`src/rtl/pwmch_pkg.sv`:
```
package pwmch_pkg;

    localparam int WORD_W  = 32;
    localparam int EN_POS  = 31;
    localparam int UPD_POS = 30;
    localparam int THR_W   = 8;
    localparam int BU_LSB  = 8;

    typedef enum logic [1:0] {
        ST_SETTLED = 2'd0,
        ST_ARMED   = 2'd1,
        ST_LOCKED  = 2'd2
    } upd_state_e;

    typedef struct packed {
        logic             en;
        logic [THR_W-1:0] thr;
    } chan_view_t;

    function automatic logic word_enable(input logic [WORD_W-1:0] w);
        return w[EN_POS];
    endfunction

    function automatic logic word_update(input logic [WORD_W-1:0] w);
        return w[UPD_POS];
    endfunction

    function automatic logic [THR_W-1:0] word_thr(input logic [WORD_W-1:0] w);
        return w[THR_W-1:0];
    endfunction

endpackage

```
`src/rtl/pwmch_ctrl.sv`:
```
module pwmch_ctrl
    import pwmch_pkg::*;
#(
    parameter int BU_W = 16
) (
    input  logic              clk,
    input  logic              rst,
    input  logic              wr_en,
    input  logic [WORD_W-1:0] wr_data,
    input  logic              boundary,
    output logic [WORD_W-1:0] rd_data,
    output logic              en_act,
    output logic [BU_W-1:0]   bu_act,
    output logic [THR_W-1:0]  thr_act,
    output upd_state_e        state
);
    logic [WORD_W-1:0] staged;
    chan_view_t        view;
    logic              commit_ok;

    assign view.en    = en_act;
    assign view.thr   = thr_act;
    assign commit_ok  = boundary || !view.en;

    always_ff @(posedge clk) begin
        if (rst) begin
            staged  <= '0;
            state   <= ST_SETTLED;
            en_act  <= 1'b0;
            bu_act  <= '0;
            thr_act <= '0;
        end else begin
            case (state)
                ST_SETTLED: begin
                    if (wr_en) begin
                        staged <= wr_data;
                        en_act <= word_enable(wr_data);
                        if (word_update(wr_data)) state <= ST_ARMED;
                    end
                end
                ST_ARMED: begin
                    if (wr_en) begin
                        staged <= wr_data;
                        state  <= ST_LOCKED;
                    end else if (commit_ok) begin
                        bu_act  <= staged[BU_LSB +: BU_W];
                        thr_act <= word_thr(staged);
                        state   <= ST_SETTLED;
                    end
                end
                ST_LOCKED: begin
                    if (wr_en) staged <= wr_data;
                end
                default: state <= ST_SETTLED;
            endcase
        end
    end

    always_comb begin
        rd_data          = staged;
        rd_data[UPD_POS] = (state != ST_SETTLED);
    end
endmodule

```
`src/rtl/pwmch_accum.sv`:
```
module pwmch_accum #(
    parameter int BU_W = 16
) (
    input  logic            clk,
    input  logic            rst,
    input  logic            en,
    input  logic [BU_W-1:0] step,
    output logic [BU_W-1:0] acc,
    output logic            boundary
);
    logic [BU_W:0] sum;

    assign sum      = {1'b0, acc} + {1'b0, step};
    assign boundary = en && sum[BU_W];

    always_ff @(posedge clk) begin
        if (rst || !en) acc <= '0;
        else            acc <= sum[BU_W-1:0];
    end
endmodule

```
`src/rtl/pwmch_duty.sv`:
```
module pwmch_duty
    import pwmch_pkg::*;
#(
    parameter int BU_W = 16
) (
    input  logic             en,
    input  logic [BU_W-1:0]  acc,
    input  logic [THR_W-1:0] thr,
    output logic             pwm
);
    localparam int FRAC_W = BU_W - THR_W;

    logic [BU_W-1:0] limit;

    // phase > thr  <=>  acc > {thr, all ones below the phase}
    assign limit = {thr, {FRAC_W{1'b1}}};
    assign pwm   = en && (acc > limit);
endmodule

```
`src/rtl/pwm_phase_channel.sv`:
```
module pwm_phase_channel
    import pwmch_pkg::*;
#(
    parameter int BU_W = 16
) (
    input  logic        clk,
    input  logic        rst,
    input  logic        wr_en,
    input  logic [31:0] wr_data,
    output logic [31:0] rd_data,
    output logic        pwm_out
);
    logic             en_act;
    logic [BU_W-1:0]  bu_act;
    logic [BU_W-1:0]  acc;
    logic [THR_W-1:0] thr_act;
    logic             boundary;
    logic             pending;
    logic             frozen;
    upd_state_e       state;

    pwmch_ctrl #(.BU_W(BU_W)) u_ctrl (
        .clk      (clk),
        .rst      (rst),
        .wr_en    (wr_en),
        .wr_data  (wr_data),
        .boundary (boundary),
        .rd_data  (rd_data),
        .en_act   (en_act),
        .bu_act   (bu_act),
        .thr_act  (thr_act),
        .state    (state)
    );

    pwmch_accum #(.BU_W(BU_W)) u_accum (
        .clk      (clk),
        .rst      (rst),
        .en       (en_act),
        .step     (bu_act),
        .acc      (acc),
        .boundary (boundary)
    );

    pwmch_duty #(.BU_W(BU_W)) u_duty (
        .en  (en_act),
        .acc (acc),
        .thr (thr_act),
        .pwm (pwm_out)
    );

    assign pending = (state != ST_SETTLED);
    assign frozen  = (state == ST_LOCKED);
endmodule

```
`config.mk`:
```
export PLATFORM = sky130hd
export DESIGN_NAME = pwm_phase_channel
export DESIGN_NICKNAME = d
export VERILOG_FILES = /design/src/rtl/pwmch_pkg.sv /design/src/rtl/pwmch_ctrl.sv /design/src/rtl/pwmch_accum.sv /design/src/rtl/pwmch_duty.sv /design/src/rtl/pwm_phase_channel.sv
export SDC_FILE = /design/constraint.sdc
export NUM_CORES = 1
export LEC_CHECK = 0
export BUFFER_PORTS_ARGS = -buffer_cell sky130_fd_sc_hd__buf_2
export CAP_MARGIN = 20
export CORE_MARGIN = 5
export CORE_UTILIZATION = 46
export DETAILED_ROUTE_END_ITERATION = 16
export PLACE_DENSITY_LB_ADDON = 0.1
export SLEW_MARGIN = 10
export SYNTH_ARGS = -nofsm -noshare
export SYNTH_HDL_FRONTEND = slang
export SYNTH_SLANG_ARGS = --single-unit
export TNS_END_PERCENT = 1
```
`constraint.sdc`:
```
create_clock -name clk -period 3.2 [get_ports clk]
set_input_delay 0.32 -clock clk [delete_from_list [all_inputs] [get_ports clk]]
set_output_delay 0.32 -clock clk [all_outputs]
set_load 0.02 [all_outputs]
```
==> metrics, run 1 <==
outcome complete, no violations; source-to-sink clock delay at the later pin of the worst-skew pair 0.35 ns; Least-Margin Pin Slew 0.703 ns; number of rows in the core area 33; hold buffer count at cts 0; top_reg_cell synth sky130_fd_sc_hd__dfxtp_1; Detail Placement HPWL 5780 um; crit path DAT 3.06 ns; Final Net Count 539; number of port buffers 67; number of enable flip-flop cells after synthesis 0; Final Instance Area 4310 um^2; via count normalized by instance count 4.93; post-synth cell types 50; starting density of the core 46.4%; sum of negative setup slack 0 ns; f_max 0.359 GHz; gp weighted congestion 0.852; first-pass GRT wire length 13300 um; post-synthesis sequential area ratio 39.4%; core region area 8090 um^2; overall power of the completed layout 1880 uW; cell area power density 436 nW/um^2; Wirelength per Cell 13.4 um; highest fanout seen on the critical path 14; minimum setup slack among reg-to-reg paths 0.42 ns; P&R area growth vs syn 14.6%; synthesized area per cell 8.95 um^2; post-route DRC violation count 0; cell area after technology mapping 3760 um^2; pin count of the biggest net entering global routing 84; overall die area 10100 um^2; master cell of the clock root buffer sky130_fd_sc_hd__clkbuf_8; post-route non-filler standard cell count 589; critical path launch point type flip-flop; Leak 0.00182 uW; clock tree from TritonCTS done; Crit. End Element flip-flop; area taken by multi-input logic gates 2050 um^2; classification of the worst-slack hold path in2reg; maximum ir drop on the vdd rail 259 uV; synthesis-stage register bit count 74; Register Area 1480 um^2; cells after synthesis 420; Die Ht 100 um; dominant cell by count in the synthesized netlist sky130_fd_sc_hd__dfxtp_1; final-report setup violation count 0; critical path type reg2reg; placed cell area 4070 um^2; H-Tree Level Count 3; via count of the first global-routing pass 2797; clock period minus final worst setup slack 2.78 ns; remaining number of nets flagged by the antenna check after routing 0; async set-reset flop share out of synthesis 0%; most used standard cells in the synthesized netlist sky130_fd_sc_hd__dfxtp_1, sky130_fd_sc_hd__nand2_1, sky130_fd_sc_hd__a21oi_1; fraction of final layout cells with drive strength greater than 1 20.0%; clock-pin slew of the registers on the worst-case setup and hold paths 0.08 ns; via count 2906; Max Buffers Root-to-Sink 2; post-CTS setup buffer count 0; worst-case headroom to the max-slew limit 53.2%; dominant cells by area after synthesis sky130_fd_sc_hd__dfxtp_1, sky130_fd_sc_hd__ha_1, sky130_fd_sc_hd__nand2_1; GRT Total Usage 16.6%; antenna diode count 0; initial antenna violation count 0; Detailed Route WL 7920 um; count of boundary I/O pins 68; detailed-router iteration count before antenna repair 4; setup repair after global routing missed its margin no; post-cts repair resize count 0; largest clock skew in the final design 0.00973 ns; Maximum Capacitance Violations 0; area share of the largest cell type after synthesis 39.4%; Period Utilization, post-route 87.0%; Hold Fails Final Rpt 0; CTS buffer count 9; remaining global-route overflow 0; count of synthesis-stage warnings from yosys 0; net count after synthesis 480; final number of max-transition violations 0; count of placed standard cells including taps 571; largest area contributor in the netlist sky130_fd_sc_hd__dfxtp_1; Horiz. Die Dim 100 um; Worst EP required 3.48 ns; total of fill cells in the finished design 783; clock tree sinks 74; initial drt markers 62
## final timing paths
path         depth (start not counted)                        endpoint                            from
max                                  8  u_ctrl.thr_act[2]$_SDFFE_PP0P_   u_ctrl.bu_act[7]$_SDFFE_PP0P_
min                                  3  u_ctrl.staged[23]$_SDFFE_PP0P_                     wr_data[23]
max reg2reg                          8  u_ctrl.thr_act[2]$_SDFFE_PP0P_   u_ctrl.bu_act[7]$_SDFFE_PP0P_
min reg2reg                          2  u_ctrl.staged[29]$_SDFFE_PP0P_  u_ctrl.staged[29]$_SDFFE_PP0P_
## stage by stage
step / utilization [%] / hold WS (ns) / worst slack, ns
2_1_floorplan: - / 0.452 / 1.01
3_3_place_gp: 50.3 / 0.440 / 0.502
3_5_place_dp: 50.3 / 0.445 / 0.392
4_1_cts: 52.8 / 0.182 / 0.388
5_1_grt: 53.2 / 0.173 / 0.163
6_report: 53.2 / 0.196 / 0.416
## registers in the layout, summed over array words and instances, names as in the netlist
register / cells
u_ctrl.state: 2
u_ctrl.staged: 31
u_ctrl.thr_act: 8
u_ctrl.en_act: 1
u_ctrl.bu_act: 16
u_accum.acc: 16
## area by class of cell
type / instances / share of cell area (%)
multi-input combinational: 309 / 47.6
sequential: 74 / 34.4
timing repair buffer: 71 / 9.03
clock buffer: 11 / 3.28
tap: 105 / 3.05
clock inverter: 5 / 1.42
inverter: 14 / 1.22
## cell families (layout without fill, tap and decap cells)
logic type,Yosys count,after routing,share of synthesized area [%]
mux,26,26,6.96
flops,74,74,39.4
xor+xnor,11,11,2.56
buf+inv,37,101,5.99
compound gates,77,77,12.6
fa+ha+maj,25,25,8.52
simple gates,170,170,24.0
## cells in the final DEF, fill, tap and decap left out, types with 2 or more instances in the layout
| cell type | count |
|---|---|
| sky130_fd_sc_hd__xnor2_1 | 5 |
| sky130_fd_sc_hd__nand2_1 | 69 |
| sky130_fd_sc_hd__dfxtp_1 | 74 |
| sky130_fd_sc_hd__nand3_1 | 4 |
| sky130_fd_sc_hd__nand2b_1 | 22 |
| sky130_fd_sc_hd__a211oi_1 | 2 |
| sky130_fd_sc_hd__nand4_1 | 7 |
| sky130_fd_sc_hd__a21oi_2 | 2 |
| sky130_fd_sc_hd__clkbuf_8 | 10 |
| sky130_fd_sc_hd__o21a_1 | 5 |
| sky130_fd_sc_hd__and3_1 | 2 |
| sky130_fd_sc_hd__a21o_1 | 5 |
| sky130_fd_sc_hd__o21ai_0 | 3 |
| sky130_fd_sc_hd__a31oi_1 | 2 |
| sky130_fd_sc_hd__inv_1 | 14 |
| sky130_fd_sc_hd__buf_4 | 2 |
| sky130_fd_sc_hd__and2_1 | 4 |
| sky130_fd_sc_hd__or2_2 | 2 |
| sky130_fd_sc_hd__or2b_1 | 28 |
| sky130_fd_sc_hd__a21oi_1 | 46 |
| sky130_fd_sc_hd__nor3_1 | 5 |
| sky130_fd_sc_hd__clkinvlp_4 | 3 |
| sky130_fd_sc_hd__ha_1 | 24 |
| sky130_fd_sc_hd__buf_2 | 67 |
| sky130_fd_sc_hd__xor2_1 | 6 |
| sky130_fd_sc_hd__nor2_1 | 16 |
| sky130_fd_sc_hd__mux2i_1 | 25 |
| sky130_fd_sc_hd__o21ai_1 | 2 |
## report_power, final
group / internal (uW) / switching [uW] / total, uW / leakage (uW)
logic: 70.9 / 98.4 / 169 / 0.00113
clock network: 385 / 363 / 747 / 0.0000922
registers: 946 / 17.7 / 964 / 0.000602
## worst max-delay path, cell delays in order (launching register included)
cell	delay, ns
sky130_fd_sc_hd__dfxtp_1	0.33
sky130_fd_sc_hd__ha_1	0.44
sky130_fd_sc_hd__a21oi_1	0.15
sky130_fd_sc_hd__a2111oi_2	0.30
sky130_fd_sc_hd__o21ai_1	0.11
sky130_fd_sc_hd__o2111ai_1	0.13
sky130_fd_sc_hd__and4bb_1	0.65
sky130_fd_sc_hd__buf_4	0.37
sky130_fd_sc_hd__mux2i_1	0.21
## per-layer routing
layer	wire length (um)	GRT usage (%)	up-vias
met5	0	0	-
met4	89	6.53	0
met3	381	4.73	9
met2	3350	22.8	53
met1	4100	24.2	1290
li1	-	-	1554
Note: power is estimated with default switching activity, not from simulation.
==> run 2, diff against run 1 <==
PLACE_DENSITY = 0.68   (was not set)
PLACE_DENSITY_LB_ADDON = not set   (was 0.1)
==> run 2 against run 1 <==
  * Largest power group unchanged
  * Clock-buffer cell count shrank 2
  * Critical path type unchanged
  * Total power shrank 4.7%
  * Die area is the same
  * Critical endpoint is now u_ctrl.thr_act[3]$_SDFFE_PP0P_
  * Fmax shrank 0.59%
==> metrics, run 2 (synthesis results as in run 1) <==
outcome complete, no violations (unchanged); overall power of the completed layout 1790 uW (was 1880 uW); post-cts repair resize count 0 (unchanged); Worst EP required 3.47 ns (was 3.48 ns); via count 2983 (was 2906); crit path DAT 3.07 ns (was 3.06 ns); Final Worst Setup Slack 0.400 ns (was 0.416 ns); crit-path leading delay family compound AO/OA/AOI/OAI gates (unchanged); commonest cells after routing, fill and taps aside sky130_fd_sc_hd__dfxtp_1, sky130_fd_sc_hd__nand2_1, sky130_fd_sc_hd__buf_2 (unchanged); number of port buffers 67 (unchanged); highest metal layer with signal wires met4 (unchanged); hold buffer count at cts 0 (unchanged); pin count of the biggest net entering global routing 47 (was 84); biggest registers after layout u_ctrl.staged: 31 flops, u_accum.acc: 16 flops, u_ctrl.bu_act: 16 flops (unchanged); Hold Fails Final Rpt 0 (unchanged); crit path max-delay cell type sky130_fd_sc_hd__and4bb_1 (unchanged); clock tree sinks 74 (unchanged); starting density of the core 46.4% (unchanged); post-route non-filler standard cell count 588 (was 589); minimum setup slack among reg-to-reg paths 0.40 ns (was 0.42 ns); gp weighted congestion 0.907 (was 0.852); source-to-sink clock delay at the later pin of the worst-skew pair 0.35 ns (about the same); clock network fraction of design power 36.9% (was 39.7%); CTS buffer count 9 (unchanged); first-pass GRT wire length 13700 um (was 13300 um); clock tree from TritonCTS done (unchanged); final number of max-transition violations 0 (unchanged); Detail Placement HPWL 5960 um (was 5780 um); final-report setup violation count 0 (unchanged); highest fanout seen on the critical path 14 (unchanged); GRT Total Usage 16.6% (about the same); number of flip-flops under the largest register name 31 (unchanged); Die Ht 100 um (unchanged); maximum ir drop on the vdd rail 322 uV (was 259 uV); largest clock skew in the final design 0.00930 ns (was 0.00973 ns); count of placed standard cells including taps 572 (was 571); f_max 0.357 GHz (was 0.359 GHz); most common cell after layout, fill and taps aside sky130_fd_sc_hd__dfxtp_1 (unchanged); Wirelength per Cell 13.6 um (was 13.4 um); clock-pin slew of the registers on the worst-case setup and hold paths 0.09 ns (was 0.08 ns); post-route DRC violation count 0 (unchanged); sum of negative setup slack 0 ns (unchanged); met2 wire len 3560 um (was 3350 um); Max Buffers Root-to-Sink 2 (unchanged); critical path launch point type flip-flop (unchanged); Largest stage delay, worst path 0.65 ns (about the same); overall die area 10100 um^2 (unchanged); master cell of the clock root buffer sky130_fd_sc_hd__clkbuf_8 (unchanged); cell area power density 421 nW/um^2 (was 436 nW/um^2); via count of the first global-routing pass 2924 (was 2797); detailed-router iteration count before antenna repair 4 (unchanged); P&R area growth vs syn 13.1% (was 14.6%); antenna diode count 0 (unchanged); Least-Margin Pin Slew 1.02 ns (was 0.703 ns); clock period minus final worst setup slack 2.80 ns (was 2.78 ns); initial drt markers 138 (was 62); origin of the critical flop-to-flop path u_ctrl.bu_act[7]$_SDFFE_PP0P_ (unchanged); path depth of the worst reg2reg path 8 (unchanged); core region area 8090 um^2 (unchanged); M1 wire length 3970 um (was 4100 um); cell chain of the critical path ha_1 > a21oi_1 > a2111oi_2 > o21ai_1 > o2111ai_1 > and4bb_1 > buf_4 > mux2i_1 (unchanged); Reg-to-Reg End u_ctrl.thr_act[3]$_SDFFE_PP0P_ (was u_ctrl.thr_act[2]$_SDFFE_PP0P_); Sequential Power Share 53.9% (was 51.3%); post-CTS setup buffer count 0 (unchanged); count of boundary I/O pins 68 (unchanged); Maximum Capacitance Violations 0 (unchanged); Leak 0.00180 uW (was 0.00182 uW); via count normalized by instance count 5.07 (was 4.93); Horiz. Die Dim 100 um (unchanged); initial antenna violation count 0 (unchanged); Worst Hold Depth 3 (unchanged); classification of the worst-slack hold path in2reg (unchanged); remaining global-route overflow 0 (unchanged); setup repair after global routing missed its margin no (unchanged); fraction of power spent switching nets 27.4% (was 25.5%); placed cell area 4080 um^2 (was 4070 um^2); worst-case headroom to the max-slew limit 31.9% (was 53.2%); Final Net Count 538 (was 539); Period Utilization, post-route 87.5% (was 87.0%); Comb pwr share 9.2% (was 9.0%); Switching Power 491 uW (was 479 uW); remaining number of nets flagged by the antenna check after routing 0 (unchanged); Critical path buffers and inverters 1 (unchanged); dpl ws 0.403 ns (was 0.392 ns); total internal power 1300 uW (was 1400 uW); capture endpoint of the worst hold path u_ctrl.staged[8]$_SDFFE_PP0P_ (was u_ctrl.staged[23]$_SDFFE_PP0P_); Detailed Route WL 8010 um (was 7920 um); critical path type reg2reg (unchanged); H-Tree Level Count 3 (unchanged); Crit. End Element flip-flop (unchanged); critical hold path startpoint wr_data[8] (was wr_data[23]); Final Instance Area 4250 um^2 (was 4310 um^2); fraction of final layout cells with drive strength greater than 1 20.1% (was 20.0%); register with the highest flop count u_ctrl.staged (unchanged); sum of met3 wire segment lengths after detailed routing 441 um (was 381 um); number of rows in the core area 33 (unchanged)
==> run 2: worst reg2reg max path, delay by kind of cell, from the launching register on <==
| family | cells | cell delay, ns |
|---|---|---|
| multiplexers | 1 | 0.23 |
| AND/OR/NAND/NOR | 1 | 0.65 |
| adder cells (fa/ha/maj) | 1 | 0.44 |
| flip-flops | 1 | 0.32 |
| buffers and inverters | 1 | 0.38 |
| AO/OA/AOI/OAI | 4 | 0.70 |
==> run 2: power by group through the flow <==
| stage | registers (uW) | clock network, uW | logic, uW |
|---|---|---|---|
| 2_1_floorplan | 1010 | 0 | 87.3 |
| 3_3_place_gp | 985 | 0 | 165 |
| 3_5_place_dp | 986 | 0 | 167 |
| 4_1_cts | 965 | 674 | 167 |
| 5_1_grt | 968 | 724 | 182 |
| 6_report | 965 | 661 | 166 |
==> run 2: layout make-up <==
type	count	area [um^2]
Timing Repair Buffer	70	358
Clock buffer	9	124
Inverter	14	52.6
Clock inverter	7	53.8
Multi-Input combinational cell	309	2050
Sequential cell	74	1480
Fill cell	784	3840
Tap cell	105	131
==> run 2: metal layers <==
metal	GRT usage, %	vias to the layer above
li1	-	1540
met2	24.9	70
met4	5.60	0
met3	3.82	4
met5	0	-
met1	23.6	1369
==> run 2: how the worst max path moves through the flow <==
stage	startpoint	cells after the start	slack, ns	to
floorplan	u_ctrl.bu_act[0]$_SDFFE_PP0P_	10	1.01	u_ctrl.bu_act[0]$_SDFFE_PP0P_
finish	u_ctrl.bu_act[7]$_SDFFE_PP0P_	8	0.40	u_ctrl.thr_act[3]$_SDFFE_PP0P_
global route	u_ctrl.bu_act[7]$_SDFFE_PP0P_	8	0.19	u_ctrl.thr_act[1]$_SDFFE_PP0P_
detailed placement	u_ctrl.bu_act[7]$_SDFFE_PP0P_	8	0.40	u_ctrl.bu_act[12]$_SDFFE_PP0P_
CTS	u_ctrl.bu_act[7]$_SDFFE_PP0P_	8	0.39	u_ctrl.bu_act[12]$_SDFFE_PP0P_
global placement	u_ctrl.bu_act[7]$_SDFFE_PP0P_	8	0.53	u_ctrl.thr_act[2]$_SDFFE_PP0P_
==> run 2: per-stage QoR <==
step	hold slack, ns	util, %
finish	0.197	52.6
global route	0.180	52.6
CTS	0.186	52.6
detailed placement	0.448	50.4
global placement	0.441	50.4
floorplan	0.452	-
